**config.mk**
```make
export PLATFORM = sky130hd
export DESIGN_NAME = attr_lut_path
export DESIGN_NICKNAME = d
export VERILOG_FILES = /design/src/rtl/attr_lut_pkg.sv /design/src/rtl/attr_lut_regs.sv /design/src/rtl/attr_lut_pan.sv /design/src/rtl/attr_lut_map.sv /design/src/rtl/attr_lut_ostage.sv /design/src/rtl/attr_lut_path.sv
export SDC_FILE = /design/constraint.sdc
export NUM_CORES = 1
export LEC_CHECK = 0
export CAP_MARGIN = 20
export CORE_UTILIZATION = 60
export CTS_BUF_LIST = sky130_fd_sc_hd__clkbuf_4
export DETAILED_ROUTE_END_ITERATION = 8
export PLACE_DENSITY_LB_ADDON = 0.1
export SYNTH_ARGS = -nofsm -noshare
export SYNTH_HDL_FRONTEND = slang
export SYNTH_SLANG_ARGS = --single-unit
```
**constraint.sdc**
```tcl
create_clock -name clk -period 6.62 [get_ports clk]
set_input_delay 1.324 -clock clk [delete_from_list [all_inputs] [get_ports clk]]
set_output_delay 1.324 -clock clk [all_outputs]
set_load 0.1 [all_outputs]
```
**src/rtl/attr_lut_pkg.sv**
```systemverilog
package attr_lut_pkg;
  localparam int DW     = 8;
  localparam int PAL_N  = 16;
  localparam int PAL_W  = 6;
  localparam int PAN_W  = 4;
  localparam int CS_W   = 4;

  // mode register bit positions
  localparam int MB_CS4     = 7;
  localparam int MB_PASS    = 6;
  localparam int MB_PCOMPAT = 5;

  typedef enum logic {
    PH_INDEX = 1'b0,
    PH_DATA  = 1'b1
  } port_phase_e;
endpackage

```
**src/rtl/attr_lut_regs.sv**
```systemverilog
module attr_lut_regs
  import attr_lut_pkg::*;
#(
  parameter int W_DATA = DW,
  parameter int N_PAL  = PAL_N,
  parameter int W_PAL  = PAL_W,
  parameter int W_PAN  = PAN_W,
  parameter int W_CS   = CS_W,
  localparam int IDX_W  = $clog2(N_PAL + 3),
  localparam int PIDX_W = $clog2(N_PAL)
) (
  input  logic              clk,
  input  logic              rst_n,
  input  logic              wr,
  input  logic [W_DATA-1:0] wdata,
  input  logic              stat_rd,
  output logic [W_DATA-1:0] rdata,
  output port_phase_e       phase,
  output logic [W_DATA-1:0] mode_q,
  output logic [W_CS-1:0]   csel_q,
  output logic [W_PAN-1:0]  pan_q,
  input  logic [PIDX_W-1:0] pal_ridx,
  output logic [W_PAL-1:0]  pal_rdata
);
  localparam logic [IDX_W-1:0] A_MODE = IDX_W'(N_PAL);
  localparam logic [IDX_W-1:0] A_CSEL = IDX_W'(N_PAL + 1);
  localparam logic [IDX_W-1:0] A_PAN  = IDX_W'(N_PAL + 2);

  logic [IDX_W-1:0] idx_q;
  logic [W_PAL-1:0] pal_q [N_PAL];
  logic             data_we;

  assign data_we = wr && !stat_rd && (phase == PH_DATA);

  always_ff @(posedge clk) begin
    if (!rst_n) begin
      phase  <= PH_INDEX;
      idx_q  <= '0;
      mode_q <= '0;
      csel_q <= '0;
      pan_q  <= '0;
    end else if (stat_rd) begin
      phase <= PH_INDEX;
    end else if (wr) begin
      if (phase == PH_INDEX) begin
        idx_q <= wdata[IDX_W-1:0];
        phase <= PH_DATA;
      end else begin
        phase <= PH_INDEX;
        if (idx_q == A_MODE) mode_q <= wdata;
        if (idx_q == A_CSEL) csel_q <= wdata[W_CS-1:0];
        if (idx_q == A_PAN)  pan_q  <= wdata[W_PAN-1:0];
      end
    end
  end

  for (genvar g = 0; g < N_PAL; g++) begin : g_pal
    always_ff @(posedge clk) begin
      if (!rst_n)
        pal_q[g] <= '0;
      else if (data_we && idx_q == IDX_W'(g))
        pal_q[g] <= wdata[W_PAL-1:0];
    end
  end

  assign pal_rdata = pal_q[pal_ridx];

  always_comb begin
    rdata = '0;
    if (idx_q < IDX_W'(N_PAL))
      rdata = W_DATA'(pal_q[idx_q[PIDX_W-1:0]]);
    else if (idx_q == A_MODE)
      rdata = mode_q;
    else if (idx_q == A_CSEL)
      rdata = W_DATA'(csel_q);
    else if (idx_q == A_PAN)
      rdata = W_DATA'(pan_q);
  end
endmodule

```
**src/rtl/attr_lut_pan.sv**
```systemverilog
module attr_lut_pan #(
  parameter int W_PAN = attr_lut_pkg::PAN_W
) (
  input  logic             clk,
  input  logic             rst_n,
  input  logic             lc_hit,
  input  logic             vsync,
  input  logic             compat,
  input  logic [W_PAN-1:0] pan_q,
  output logic [W_PAN-1:0] pan_eff
);
  logic forced_q;

  always_ff @(posedge clk) begin
    if (!rst_n)
      forced_q <= 1'b0;
    else if (vsync)
      forced_q <= 1'b0;
    else if (lc_hit && compat)
      forced_q <= 1'b1;
  end

  assign pan_eff = forced_q ? '0 : pan_q;
endmodule

```
**src/rtl/attr_lut_map.sv**
```systemverilog
module attr_lut_map #(
  parameter int W_DATA = attr_lut_pkg::DW,
  parameter int W_PAL  = attr_lut_pkg::PAL_W,
  parameter int W_CS   = attr_lut_pkg::CS_W,
  localparam int LO4 = W_DATA - W_CS,
  localparam int LO2 = W_DATA - 2
) (
  input  logic [W_DATA-1:0] attr,
  input  logic              pass,
  input  logic              cs4,
  input  logic [W_CS-1:0]   csel,
  input  logic [W_PAL-1:0]  pal,
  output logic [W_DATA-1:0] addr
);
  always_comb begin
    if (pass)
      addr = attr;
    else if (cs4)
      addr = {csel, pal[LO4-1:0]};
    else
      addr = {csel[W_CS-1 -: 2], pal[LO2-1:0]};
  end
endmodule

```
**src/rtl/attr_lut_ostage.sv**
```systemverilog
module attr_lut_ostage #(
  parameter int W = attr_lut_pkg::DW
) (
  input  logic         clk,
  input  logic         rst_n,
  input  logic         in_valid,
  output logic         in_ready,
  input  logic [W-1:0] in_data,
  output logic         out_valid,
  input  logic         out_ready,
  output logic [W-1:0] out_data
);
  assign in_ready = !out_valid || out_ready;

  always_ff @(posedge clk) begin
    if (!rst_n) begin
      out_valid <= 1'b0;
      out_data  <= '0;
    end else if (in_ready) begin
      out_valid <= in_valid;
      if (in_valid) out_data <= in_data;
    end
  end
endmodule

```
**src/rtl/attr_lut_path.sv**
```systemverilog
module attr_lut_path
  import attr_lut_pkg::*;
#(
  parameter int W_DATA = DW,
  parameter int N_PAL  = PAL_N,
  parameter int W_PAL  = PAL_W,
  parameter int W_PAN  = PAN_W,
  parameter int W_CS   = CS_W,
  localparam int PIDX_W = $clog2(N_PAL)
) (
  input  logic              clk,
  input  logic              rst_n,
  input  logic              cpu_wr,
  input  logic [W_DATA-1:0] cpu_wdata,
  output logic [W_DATA-1:0] cpu_rdata,
  input  logic              stat_rd,
  input  logic              pix_valid,
  output logic              pix_ready,
  input  logic [W_DATA-1:0] pix_attr,
  output logic              dac_valid,
  input  logic              dac_ready,
  output logic [W_DATA-1:0] dac_addr,
  input  logic              lc_hit,
  input  logic              vsync,
  output logic [W_PAN-1:0]  pan_eff
);
  port_phase_e       port_phase;
  logic [W_DATA-1:0] mode_q;
  logic [W_CS-1:0]   csel_q;
  logic [W_PAN-1:0]  pan_q;
  logic [W_PAL-1:0]  pal_entry;
  logic [W_DATA-1:0] map_addr;

  attr_lut_regs #(
    .W_DATA(W_DATA), .N_PAL(N_PAL), .W_PAL(W_PAL), .W_PAN(W_PAN), .W_CS(W_CS)
  ) u_regs (
    .clk      (clk),
    .rst_n    (rst_n),
    .wr       (cpu_wr),
    .wdata    (cpu_wdata),
    .stat_rd  (stat_rd),
    .rdata    (cpu_rdata),
    .phase    (port_phase),
    .mode_q   (mode_q),
    .csel_q   (csel_q),
    .pan_q    (pan_q),
    .pal_ridx (pix_attr[PIDX_W-1:0]),
    .pal_rdata(pal_entry)
  );

  attr_lut_pan #(.W_PAN(W_PAN)) u_pan (
    .clk    (clk),
    .rst_n  (rst_n),
    .lc_hit (lc_hit),
    .vsync  (vsync),
    .compat (mode_q[MB_PCOMPAT]),
    .pan_q  (pan_q),
    .pan_eff(pan_eff)
  );

  attr_lut_map #(.W_DATA(W_DATA), .W_PAL(W_PAL), .W_CS(W_CS)) u_map (
    .attr(pix_attr),
    .pass(mode_q[MB_PASS]),
    .cs4 (mode_q[MB_CS4]),
    .csel(csel_q),
    .pal (pal_entry),
    .addr(map_addr)
  );

  attr_lut_ostage #(.W(W_DATA)) u_out (
    .clk      (clk),
    .rst_n    (rst_n),
    .in_valid (pix_valid),
    .in_ready (pix_ready),
    .in_data  (map_addr),
    .out_valid(dac_valid),
    .out_ready(dac_ready),
    .out_data (dac_addr)
  );
endmodule

```
# ---- After elaboration in Yosys (flattened, before gate mapping)
# Memories as Yosys holds them, arrays and structs flattened. A register that Yosys moved wholly into a read port is not among the register bits.
# Index checks and enable logic that the tools add are counted.
dict set report word_totals {
  ff_bits 32
  latch_bits 0
  ram_bits 96
  mem_bits_ro 0
  in_bits 24
  out_inout_bits 22
  elab_cells 152
  memories 1
}
# name depth width rd rd_ports_with_merged_regs write_ports line
set memory_table {}
lappend memory_table {u_regs.pal_q 16 6 2 1 16 attr_lut_regs.sv:30} ;# logic [W_PAL-1:0] pal_q [N_PAL];
dict set report classes {
  add_sub_neg 0
  mul 0
  n_div 0
  n_lt_le_gt_ge 1
  n_eq_ne 18
  shifts 0
  n_mux 75
  bitwise 19
  reduce_logical 30
}
# cell count
set ops {}
lappend ops {{$mux 6} 17}
lappend ops {{$mux 1} 50}
lappend ops {{$eq 5x4->1 const B} 8}
lappend ops {{$mux 8} 3}
lappend ops {{$eq 5x3->1 const B} 4}
lappend ops {{$mux 4} 5}
lappend ops {{$logic_and 1x1->1} 19}
lappend ops {{$or 1x1->1} 16}
lappend ops {{$eq 5x5->1 const B} 3}
lappend ops {{$reduce_and 4->1} 3}
lappend ops {{$eq 5x2->1 const B} 2}
lappend ops {{$eq 5x1->1 const B} 1}
lappend ops {{$logic_not 5->1} 1}
lappend ops {{$lt 5x5->1 const B} 1}
lappend ops {{$reduce_or 2->1} 2}
lappend ops {{$not 1->1} 3}
lappend ops {{$reduce_and 3->1} 1}
lappend ops {{$logic_not 1->1} 2}
lappend ops {{$reduce_and 2->1} 1}
lappend ops {{$logic_or 1x1->1} 1}

# ---- Longest topological paths before layout
# Gate-level depths: netlist of the first run.
dict set report depth {
  depth_word 8
  ltp_mapped 6
  ltp_nobuf 4
}

# ---- Cells and area by module
# A second synthesis of the first run with hierarchy kept.
dict set report unflattened {
  cells_unflattened 529
  area_unflattened_um2 6974.2
}
# mod instances cells_per_inst area_each_um2 seq_area_each_um2
set modules_own_cells {}
lappend modules_own_cells {attr_lut_regs 1 469 6387.4 3403.3}
lappend modules_own_cells {attr_lut_ostage 1 40 375.4 180.2}
lappend modules_own_cells {attr_lut_map 1 13 138.9 0.0}
lappend modules_own_cells {attr_lut_pan 1 7 72.6 20.0}

# ---- Least setup slack after synthesis of the first run
# Ideal clock, no wire load.
dict set report synth_timing {
  path_kind {reg2out}
  startpoint {register u_regs.idx_q[4]}
  endpoint {output port cpu_rdata[6]}
  t_arrival_ns 3.729
  required_ns 5.296
  path_slack_ns 1.567
  stages_incl_launch_ff 4
  path_buffers 1
  cell_sequence {dfxtp_1 -> or3b_1 -> buf_2 -> nor4_1}
}
dict set report synth_between {
  elab_chain_len 3
  elab_cells_between_ends 4
  classes_between {order compare (1); eq/ne (1); mux (2)}
}
# item line
set synth_lines {}
lappend synth_lines {{from (decl)} attr_lut_regs.sv:29} ;# logic [IDX_W-1:0] idx_q;
lappend synth_lines {{from (signal assigned)} attr_lut_regs.sv:46} ;# idx_q <= wdata[IDX_W-1:0];
lappend synth_lines {{branches (longest 2 deep; another with $lt 5x5->1)} -}
lappend synth_lines {{$mux 8 *} attr_lut_regs.sv:70} ;# if (idx_q < IDX_W'(N_PAL))
lappend synth_lines {{to (decl)} attr_lut_path.sv:15} ;# output logic [W_DATA-1:0] cpu_rdata,
# Every way passes the cells marked *.

==> impl_metrics.csv, run 1 <==
group,metric,value,unit
run,maxCapViolCount,0,
clocking,cts_repair_resize_count,0,
min_path,min_path_type,"reg2reg",
critical_path,rr_worst_depth,2,
timing,drv_slew,0,
critical_path,crit_path_end_kind,"primary output",
synth,mappedNetlistArea,6859,um^2
placement,place_congestion,0.9848,
critical_path,critPathLaunchType,"register",
clocking,cts_setup_buffers,0,
route,route.final.wire_length,17.10,mm
layout,final_core_util,69.83,%
timing,post-route-min-period,5.335,ns
floorplan,die_y,108.9,um
synth,post_synth_main_area_contributors,"edfxtp_1 42%, mux4_2 16%, dfxtp_1 11%, and2_1 8.9%, mux2i_1 4.5%",
status,outcome,"finished, final reports clean",
synth,synth_enable_flop_cells,96,
timing,max_slew_margin,27.01,%
critical_path,cpPeakStageDelay,1.00,ns
critical_path,largest_delay_share_family_worst_path,"buffers and inverters",
synth,synth.distinct_cells,45,
critical_path,timing.critical_path.arrival,4.01,ns
layout,filler_cells,780,
route,detailedRoute.firstIterationViolations,571,
timing,final_hold_viol_count,0,
layout,layout.nets,575,
timing,fin_worst_hold_slack,0.5081,ns
layout,layout-area-overhead-vs-synth,11.82,%
route,drc,0,
synth,synth_warnings,0,
placement,hpwlAfterDp,12.12,mm
synth,postSynthAreaPerCell,13.06,um^2
global_routing,grt_first_pass_wirelength,25.98,mm
timing,rsz0062_at_grt,"no",
floorplan,die_w,108.9,um
critical_path,worstPathMaxFanout,16,
clocking,insertion_delay_of_the_later_clocked_pin_in_the_worst_skew_pair,0.57,ns
placement,buffer_ports.inserted,45,
floorplan,row_count,38,
timing,postLayoutSetupSlackWorst,1.285,ns
placement,placement.setup.worst_slack,1.840,ns
power_and_ir_drop,vdd_drop_max,0.0001908,V
clocking,tritoncts_clock_tree,"yes",
timing,worst_pin_slew,1.093,ns
global_routing,grt_pass1_vias,4457,
synth,synth_ff_type,"edfxtp_1",
synth,synth_sequential_area_ratio,52.54,%
timing,setup_total_negative_slack,0,ns
clocking,cts_root_buf,"clkbuf_4",
timing,timing.final.setup_violations,0,
global_routing,grt_remaining_overflow,0,
critical_path,required,5.30,ns
clocking,post_cts_hold_buffer_count,0,
clocking,cts.htree.levels,4,
power_and_ir_drop,power.total,1.785,mW
layout,drive_gt1_share,18.29,%
synth,ys_async_sr_fraction,0,%
critical_path,critPathBufInv,2,
route,postRouteAntennaNets,0,
route,routedWlPerCell,24.33,um
min_path,worstHoldPathCells,2,
route,viasPerCell,6.578,
floorplan,start_util,62.45,%
critical_path,critical_path_class,"reg2out",
power_and_ir_drop,power_per_cell_area,232.7,nW/um^2
clocking,cts.reportedPaths.clkPinSlew,0.11,ns
clocking,cts_max_path_buffers,2,
synth,post-synth-top-area-cell,"edfxtp_1",
clocking,cts_sinks,132,
critical_path,timing.critical_path.depth,5,
timing,min_period_over_period,80.59,%
timing,finClkSkew,0.01376,ns
synth,synthesis.nets,549,
clocking,cts_inserted_buffers,17,
route,drt-pass1-iter-count,5,
placement,detailed_place.area,7325,um^2
floorplan,floorplan_die_area,11860,um^2
synth,syn-instance-count,525,
layout,num_antenna_cells,0,
global_routing,antenna_found_initial,0,
timing,timing.fmax,187.4,MHz
global_routing,groute.usage.overall,31.55,%
floorplan,placeable_area,10980,um^2
power_and_ir_drop,static-leakage-power,2.700,nW
layout,final-instance-count-excl-fill,703,
critical_path,cpMaxStageDelayCell,"dfxtp_1",
global_routing,grt_start_max_net_pins,33,
floorplan,ios,46,
synth,ys_ff_latch,132,
route,vias,4624,
layout,design_area,7670,um^2
critical_path,worstPathCellList,"buf_4, mux4_2, mux2_2, a221o_1, clkdlybuf4s50_1",
synth,yosysTopAreaCellShare,42.03,%
placement,post-place-cells,671,
flip-flops by register name (all words and copies together) (netlist names), named ones only:
signal / cells
u_regs.pal_q: 96
u_out.out_data: 8
u_regs.mode_q: 8
u_regs.idx_q: 5
u_regs.csel_q: 4
u_regs.pan_q: 4
u_out.out_valid: 1
u_pan.forced_q: 1
u_regs.phase: 1
worst min-delay path: cells and delay by family, from the launching register on:
| family | cells | cell delay (ns) |
|---|---|---|
| flops | 1 | 0.32 |
| simple gates | 1 | 0.10 |
| compound gates | 1 | 0.05 |
metal layers:
layer	part of all wire (%)	track usage (%)	vias to the layer above
met5	0	0	-
met4	3.6	15.15	0
met3	11	8.607	44
met2	46	48.65	296
met1	39	41.55	2257
li1	-	-	2027
synthesized netlist by cell type, types with 5 or more instances:
library cell / n
nand3_1: 8
a21oi_1: 7
o21ai_0: 20
nand2_1: 8
mux4_2: 49
edfxtp_1: 96
mux2i_1: 31
nor3_1: 10
clkbuf_1: 28
inv_1: 6
buf_2: 8
nor2b_1: 5
mux2_2: 12
dfxtp_1: 36
nor2_1: 47
and2_1: 98
report_power, final:
group / internal (mW) / leakage (nW) / switching (mW) / total [mW]
registers: 0.911 / 1.28 / 0.0316 / 0.943
clock network: 0.302 / 0.174 / 0.301 / 0.603
logic: 0.0921 / 1.24 / 0.147 / 0.239
placed cells by master, fill, tap and decap left out, types with 5 or more instances in the layout:
cell | netlist | final
mux4_2 | 49 | 49
edfxtp_1 | 96 | 96
and2_1 | 98 | 98
clkdlybuf4s50_1 | 0 | 45
nor2b_1 | 5 | 5
nor3_1 | 10 | 10
inv_1 | 6 | 6
o21ai_0 | 20 | 20
nand3_1 | 8 | 8
a21oi_1 | 7 | 7
clkbuf_4 | 0 | 18
mux2_2 | 12 | 12
dfxtp_1 | 36 | 36
mux2i_1 | 31 | 31
nor2_1 | 47 | 47
nand2_1 | 8 | 8
final timing paths:
check | start | end | slack (ns)
worst max-delay path | register | cpu_rdata[3] | 1.28
worst min-delay path | u_out.out_data[7] | u_out.out_data[7] | 0.51
worst max register to register | u_regs.idx_q[1] | u_regs.pal_q[3][0] | 4.03
worst min register to register | u_out.out_data[7] | u_out.out_data[7] | 0.51
cells by family (layout without fill, tap and decap cells):
group | Yosys count | after routing | synth area share [%]
simple gates | 202 | 202 | 16.98
compound gates | 51 | 51 | 4.889
flops | 132 | 132 | 52.54
xor+xnor | 1 | 1 | 0.1277
buf+inv | 47 | 85 | 2.882
mux | 92 | 92 | 22.58
cell type report:
type / count / area [um^2] / share of cell area (%)
clock buffer: 18 / 135.1 / 1.762
clock inverter: 13 / 182.7 / 2.382
inverter: 6 / 22.52 / 0.2936
multi-input combinational: 346 / 3058 / 39.87
sequential: 132 / 3603 / 46.98
tap: 140 / 175.2 / 2.284
timing repair buffer: 48 / 493.0 / 6.427
Note: power is estimated with default switching activity, not from simulation.
==> run 2: changes to the inputs <==
clock period = 5.55 ns   (was 6.62 ns; I/O delays follow)
==> impl_metrics.csv, run 2 (synthesis gave the netlist of run 1 again) <==
group,metric,value,unit
timing,timing.fmax,215.2,MHz
placement,buffer_ports.inserted,45,
status,outcome,"finished, final reports clean",
critical_path,required,4.44,ns
critical_path,worstPathMaxFanout,21,
clocking,cts.htree.levels,4,
timing,final_hold_viol_count,0,
power_and_ir_drop,pwr-share-clk,31.6,%
critical_path,crit_path_end_kind,"primary output",
placement,hpwlAfterDp,12.02,mm
clocking,cts_repair_resize_count,0,
placement,detailed_place.area,7327,um^2
timing,drv_slew,0,
layout,largest_register,"u_regs.pal_q",
global_routing,grt_pass1_vias,4517,
power_and_ir_drop,static-leakage-power,2.691,nW
floorplan,floorplan_die_area,11860,um^2
route,route.final.wire_length,16.95,mm
timing,rsz0062_at_grt,"no",
layout,seqCellArea,3603,um^2
critical_path,cpPeakStageDelay,0.98,ns
clocking,cts_inserted_buffers,17,
power_and_ir_drop,pwr-share-seq,54.3,%
layout,filler_cells,781,
critical_path,timing.rr.start,"u_regs.idx_q[1]",
min_path,min_path_type,"reg2reg",
layout,num_antenna_cells,0,
critical_path,timing.critical_path.arrival,3.54,ns
clocking,tritoncts_clock_tree,"yes",
layout,mostFrequentLayoutCell,"and2_1",
layout,layout-area-overhead-vs-synth,11.55,%
timing,min_period_over_period,83.74,%
floorplan,row_count,38,
global_routing,grt_start_max_net_pins,33,
critical_path,worstReg2RegEnd,"u_regs.pal_q[3][1]",
route,detailedRoute.firstIterationViolations,597,
layout,layout.nets,577,
floorplan,placeable_area,10980,um^2
clocking,cts_sinks,132,
timing,setup_total_negative_slack,0,ns
route,postRouteAntennaNets,0,
critical_path,critPathLaunchType,"register",
power_and_ir_drop,switching_share_of_power,28.51,%
critical_path,critical_path_class,"reg2out",
clocking,cts_root_buf,"clkbuf_4",
power_and_ir_drop,total_switching_power,0.5879,mW
route,viasPerCell,6.606,
critical_path,r2r_slack,2.89,ns
layout,largest_register_ff_count,96,
timing,post-route-min-period,4.648,ns
global_routing,antenna_found_initial,0,
timing,timing.final.setup_violations,0,
layout,drive_gt1_share,19.08,%
critical_path,largest_delay_share_family_worst_path,"flip-flops",
layout,final_core_util,69.66,%
layout,multiInputGateArea,3058,um^2
critical_path,worstPathCellList,"mux4_2, mux2_2, a221o_1, clkdlybuf4s50_1",
route,routedWlPerCell,24.01,um
route,drt-pass1-iter-count,5,
critical_path,cpMaxStageDelayCell,"dfxtp_1",
critical_path,timing.critical_path.depth,4,
route,drc,0,
power_and_ir_drop,relative_contribution_of_combinational_cells_to_total_power,14.1,%
clocking,cts_max_path_buffers,2,
power_and_ir_drop,vdd_drop_max,0.0002466,V
layout,design_area,7651,um^2
run,maxCapViolCount,0,
critical_path,critPathBufInv,1,
clocking,insertion_delay_of_the_later_clocked_pin_in_the_worst_skew_pair,0.55,ns
floorplan,start_util,62.45,%
critical_path,worstSetupEndpoint,"cpu_rdata[0]",
critical_path,rr_worst_depth,2,
clocking,post_cts_hold_buffer_count,0,
global_routing,grt_first_pass_wirelength,25.74,mm
timing,max_slew_margin,33.99,%
timing,worst_pin_slew,0.9871,ns
timing,finClkSkew,0.01253,ns
min_path,worstHoldPathCells,2,
layout,most_used_cells_in_the_layout_excluding_fill_and_tap_cells,"98 x and2_1, 96 x edfxtp_1, 49 x mux4_2",
clocking,cts.reportedPaths.clkPinSlew,0.11,ns
layout,layout_top_registers,"u_regs.pal_q x96, u_out.out_data x8, u_regs.mode_q x8",
floorplan,ios,46,
power_and_ir_drop,p_int,1.474,mW
global_routing,grt_remaining_overflow,0,
floorplan,die_w,108.9,um
route,vias,4664,
power_and_ir_drop,power_per_cell_area,269.5,nW/um^2
placement,place_congestion,0.9072,
global_routing,groute.usage.overall,31.35,%
floorplan,die_y,108.9,um
clocking,cts_setup_buffers,0,
run 2: layout make-up:
type	count	area share [%]
Tap cell	140	2.289
Clock buffer	18	1.766
Multi-Input combinational cell	346	39.97
Clock inverter	14	2.044
Sequential cell	132	47.10
Inverter	6	0.2944
Timing Repair Buffer	50	6.541
run 2: how the worst min path moves through the flow:
stage	from	to	slack [ns]
final	u_out.out_data[7]	u_out.out_data[7]	0.51
after global routing	u_out.out_data[2]	u_out.out_data[2]	0.54
after CTS	u_out.out_data[7]	u_out.out_data[7]	0.51
after detailed placement	u_regs.mode_q[3]	u_regs.mode_q[3]	0.49
after global placement	u_regs.mode_q[3]	u_regs.mode_q[3]	0.48
after floorplan	u_regs.mode_q[0]	u_regs.mode_q[0]	0.46
run 2: metrics by stage:
step / setup slack (ns) / hold slack (ns) / std cells / power, mW
after CTS: 0.8724 / 0.5131 / 704 / 2.064
final: 0.9025 / 0.5075 / 706 / 2.062
after floorplan: 0.7111 / 0.4630 / 525 / 1.338
after global routing: 0.7666 / 0.5367 / 706 / 2.135
after global placement: 1.457 / 0.4763 / 672 / 1.420
after detailed placement: 1.416 / 0.4913 / 672 / 1.427
run 2: worst register-to-register path, delay by kind of cell (launching register included):
kind             cells  cell delay [ns]
AO/OA/AOI/OAI        1             0.95
flip-flops           1             0.77
AND/OR/NAND/NOR      1             0.57
run 2: metal layers:
layer,track usage (%),up-vias,part of all wire (%)
li1,-,2031,-
met1,41.40,2280,38
met2,47.71,315,47
met4,15.25,0,3.6
met5,0,-,0
met3,9.145,38,11
run 2: power by group through the flow:
stage | combinational (mW) | sequential, mW | clock [mW]
2_1_floorplan | 0.187 | 1.15 | 0
3_3_place_gp | 0.282 | 1.14 | 0
3_5_place_dp | 0.287 | 1.14 | 0
4_1_cts | 0.287 | 1.12 | 0.658
5_1_grt | 0.305 | 1.12 | 0.707
6_report | 0.291 | 1.12 | 0.651
==> run 3: changes to the inputs <==
clock period = 4.46 ns   (was 5.55 ns; I/O delays follow)
==> impl_metrics.csv, run 3 (synthesis gave the netlist of run 1 again) <==
group,metric,value,unit
status,outcome,"finished, final reports clean",
layout,most_used_cells_in_the_layout_excluding_fill_and_tap_cells,"98 x and2_1, 96 x edfxtp_1, 49 x mux4_2",
clocking,cts_max_path_buffers,2,
timing,finClkSkew,0.02689,ns
floorplan,ios,46,
placement,hpwlAfterDp,11.72,mm
floorplan,die_w,108.9,um
route,vias,4538,
layout,num_antenna_cells,0,
timing,drv_slew,0,
route,drc,0,
layout,largest_register_ff_count,96,
critical_path,crit_path_end_kind,"primary output",
floorplan,placeable_area,10980,um^2
timing,setup_total_negative_slack,0,ns
power_and_ir_drop,static-leakage-power,2.702,nW
global_routing,groute.usage.overall,31.36,%
route,drt-pass1-iter-count,5,
min_path,min_to,"u_out.out_data[0]",
global_routing,antenna_found_initial,0,
power_and_ir_drop,vdd_drop_max,0.0003316,V
timing,max_slew_margin,32.49,%
critical_path,critical_path_class,"reg2out",
global_routing,grt_pass1_vias,4341,
layout,layout.nets,577,
critical_path,timing.critical_path.arrival,2.88,ns
floorplan,die_y,108.9,um
route,viasPerCell,6.428,
critical_path,worstPathMaxFanout,24,
placement,buffer_ports.inserted,45,
power_and_ir_drop,power_per_cell_area,343.3,nW/um^2
global_routing,grt_remaining_overflow,0,
route,route.final.wire_length,16.88,mm
clocking,tritoncts_clock_tree,"yes",
timing,timing.final.setup_violations,0,
route,highest-signal-layer,"met4",
floorplan,row_count,38,
layout,mostFrequentLayoutCell,"and2_1",
critical_path,critPathLaunchType,"register",
timing,final_hold_viol_count,0,
power_and_ir_drop,relative_contribution_of_combinational_cells_to_total_power,13.9,%
clocking,post_cts_hold_buffer_count,0,
route,drt-met1-wl,6.911,mm
route,route.met2.wl,7.800,mm
clocking,cts.reportedPaths.clkPinSlew,0.13,ns
timing,rsz0062_at_grt,"no",
layout,multiInputGateArea,3064,um^2
global_routing,grt_start_max_net_pins,30,
power_and_ir_drop,pwr-share-clk,33.2,%
critical_path,required,3.57,ns
global_routing,grt_first_pass_wirelength,25.54,mm
critical_path,r2r_slack,1.84,ns
power_and_ir_drop,pwr-share-seq,53.0,%
floorplan,start_util,62.45,%
power_and_ir_drop,p_int,1.877,mW
run,maxCapViolCount,0,
clocking,cts_setup_buffers,0,
floorplan,floorplan_die_area,11860,um^2
layout,drive_gt1_share,20.49,%
min_path,hp-start,"u_out.out_data[0]",
route,postRouteAntennaNets,0,
timing,post-route-min-period,3.773,ns
timing,fin_worst_hold_slack,0.4980,ns
clocking,cts.htree.levels,4,
critical_path,rr_worst_depth,2,
route,routedWlPerCell,23.91,um
critical_path,worstReg2RegEnd,"u_regs.pal_q[3][0]",
timing,worst_pin_slew,1.009,ns
route,detailedRoute.firstIterationViolations,533,
power_and_ir_drop,switching_share_of_power,28.41,%
layout,seqCellArea,3603,um^2
min_path,worstHoldPathCells,1,
layout,filler_cells,780,
clocking,cts_inserted_buffers,17,
layout,largest_register,"u_regs.pal_q",
clocking,cts_sinks,132,
min_path,min_path_type,"reg2reg",
power_and_ir_drop,total_switching_power,0.7450,mW
clocking,insertion_delay_of_the_later_clocked_pin_in_the_worst_skew_pair,0.57,ns
placement,place_congestion,0.8512,
layout,layout-area-overhead-vs-synth,11.36,%
clocking,cts_root_buf,"clkbuf_4",
timing,min_period_over_period,84.60,%
route,routed_length_on_met3,1.680,mm
timing,timing.fmax,265.0,MHz
clocking,cts_repair_resize_count,0,
layout,layout_top_registers,"u_regs.pal_q x96, u_out.out_data x8, u_regs.mode_q x8",
critical_path,timing.rr.start,"u_regs.idx_q[1]",
==> run 3: cell type report <==
class	count	share of cell area, %
Tap cell	140	2.293
Multi-Input combinational cell	346	40.11
Timing Repair Buffer	50	6.093
Clock inverter	15	2.359
Sequential cell	132	47.17
Inverter	6	0.2948
Clock buffer	17	1.671
==> run 3: worst max-delay path by stage <==
stage	end	cells past startpoint
6_report	cpu_rdata[5]	5
5_1_grt	cpu_rdata[5]	5
4_1_cts	cpu_rdata[5]	5
3_5_place_dp	u_regs.pal_q[3][5]	4
3_3_place_gp	u_out.out_data[2]	5
2_1_floorplan	cpu_rdata[6]	3
==> run 3: power by group through the flow <==
stage | Combinational, mW | Clock, mW | Sequential (mW)
4_1_cts | 0.363 | 0.877 | 1.39
2_1_floorplan | 0.233 | 0 | 1.43
5_1_grt | 0.383 | 0.924 | 1.39
3_5_place_dp | 0.362 | 0 | 1.41
6_report | 0.364 | 0.869 | 1.39
3_3_place_gp | 0.360 | 0 | 1.41
==> run 3: metal layers <==
metal  up-vias  track usage, %
li1       2030               -
met1      2236           42.20
met2       241           46.77
met3        31           10.28
met4         0           13.61
met5         -               0
==> run 3: through the flow <==
step                setup slack (ns)  instance area [um^2]  std cells  util [%]  power, mW
floorplan                      1.029                  6865        525         -      1.665
global placement               1.171                  7331        674     66.75      1.773
detailed placement             1.105                  7331        674     66.75      1.777
CTS                           0.6399                  7639        706     69.55      2.626
global route                  0.5372                  7639        706     69.55      2.701
finish                        0.6867                  7639        706     69.55      2.622
==> run 3: worst max-delay path: stages (launching register included) <==
cell,delay [ns]
dfxtp_1,0.34
buf_4,0.40
mux4_2,0.63
mux4_2,0.49
a22o_1,0.20
buf_4,0.23
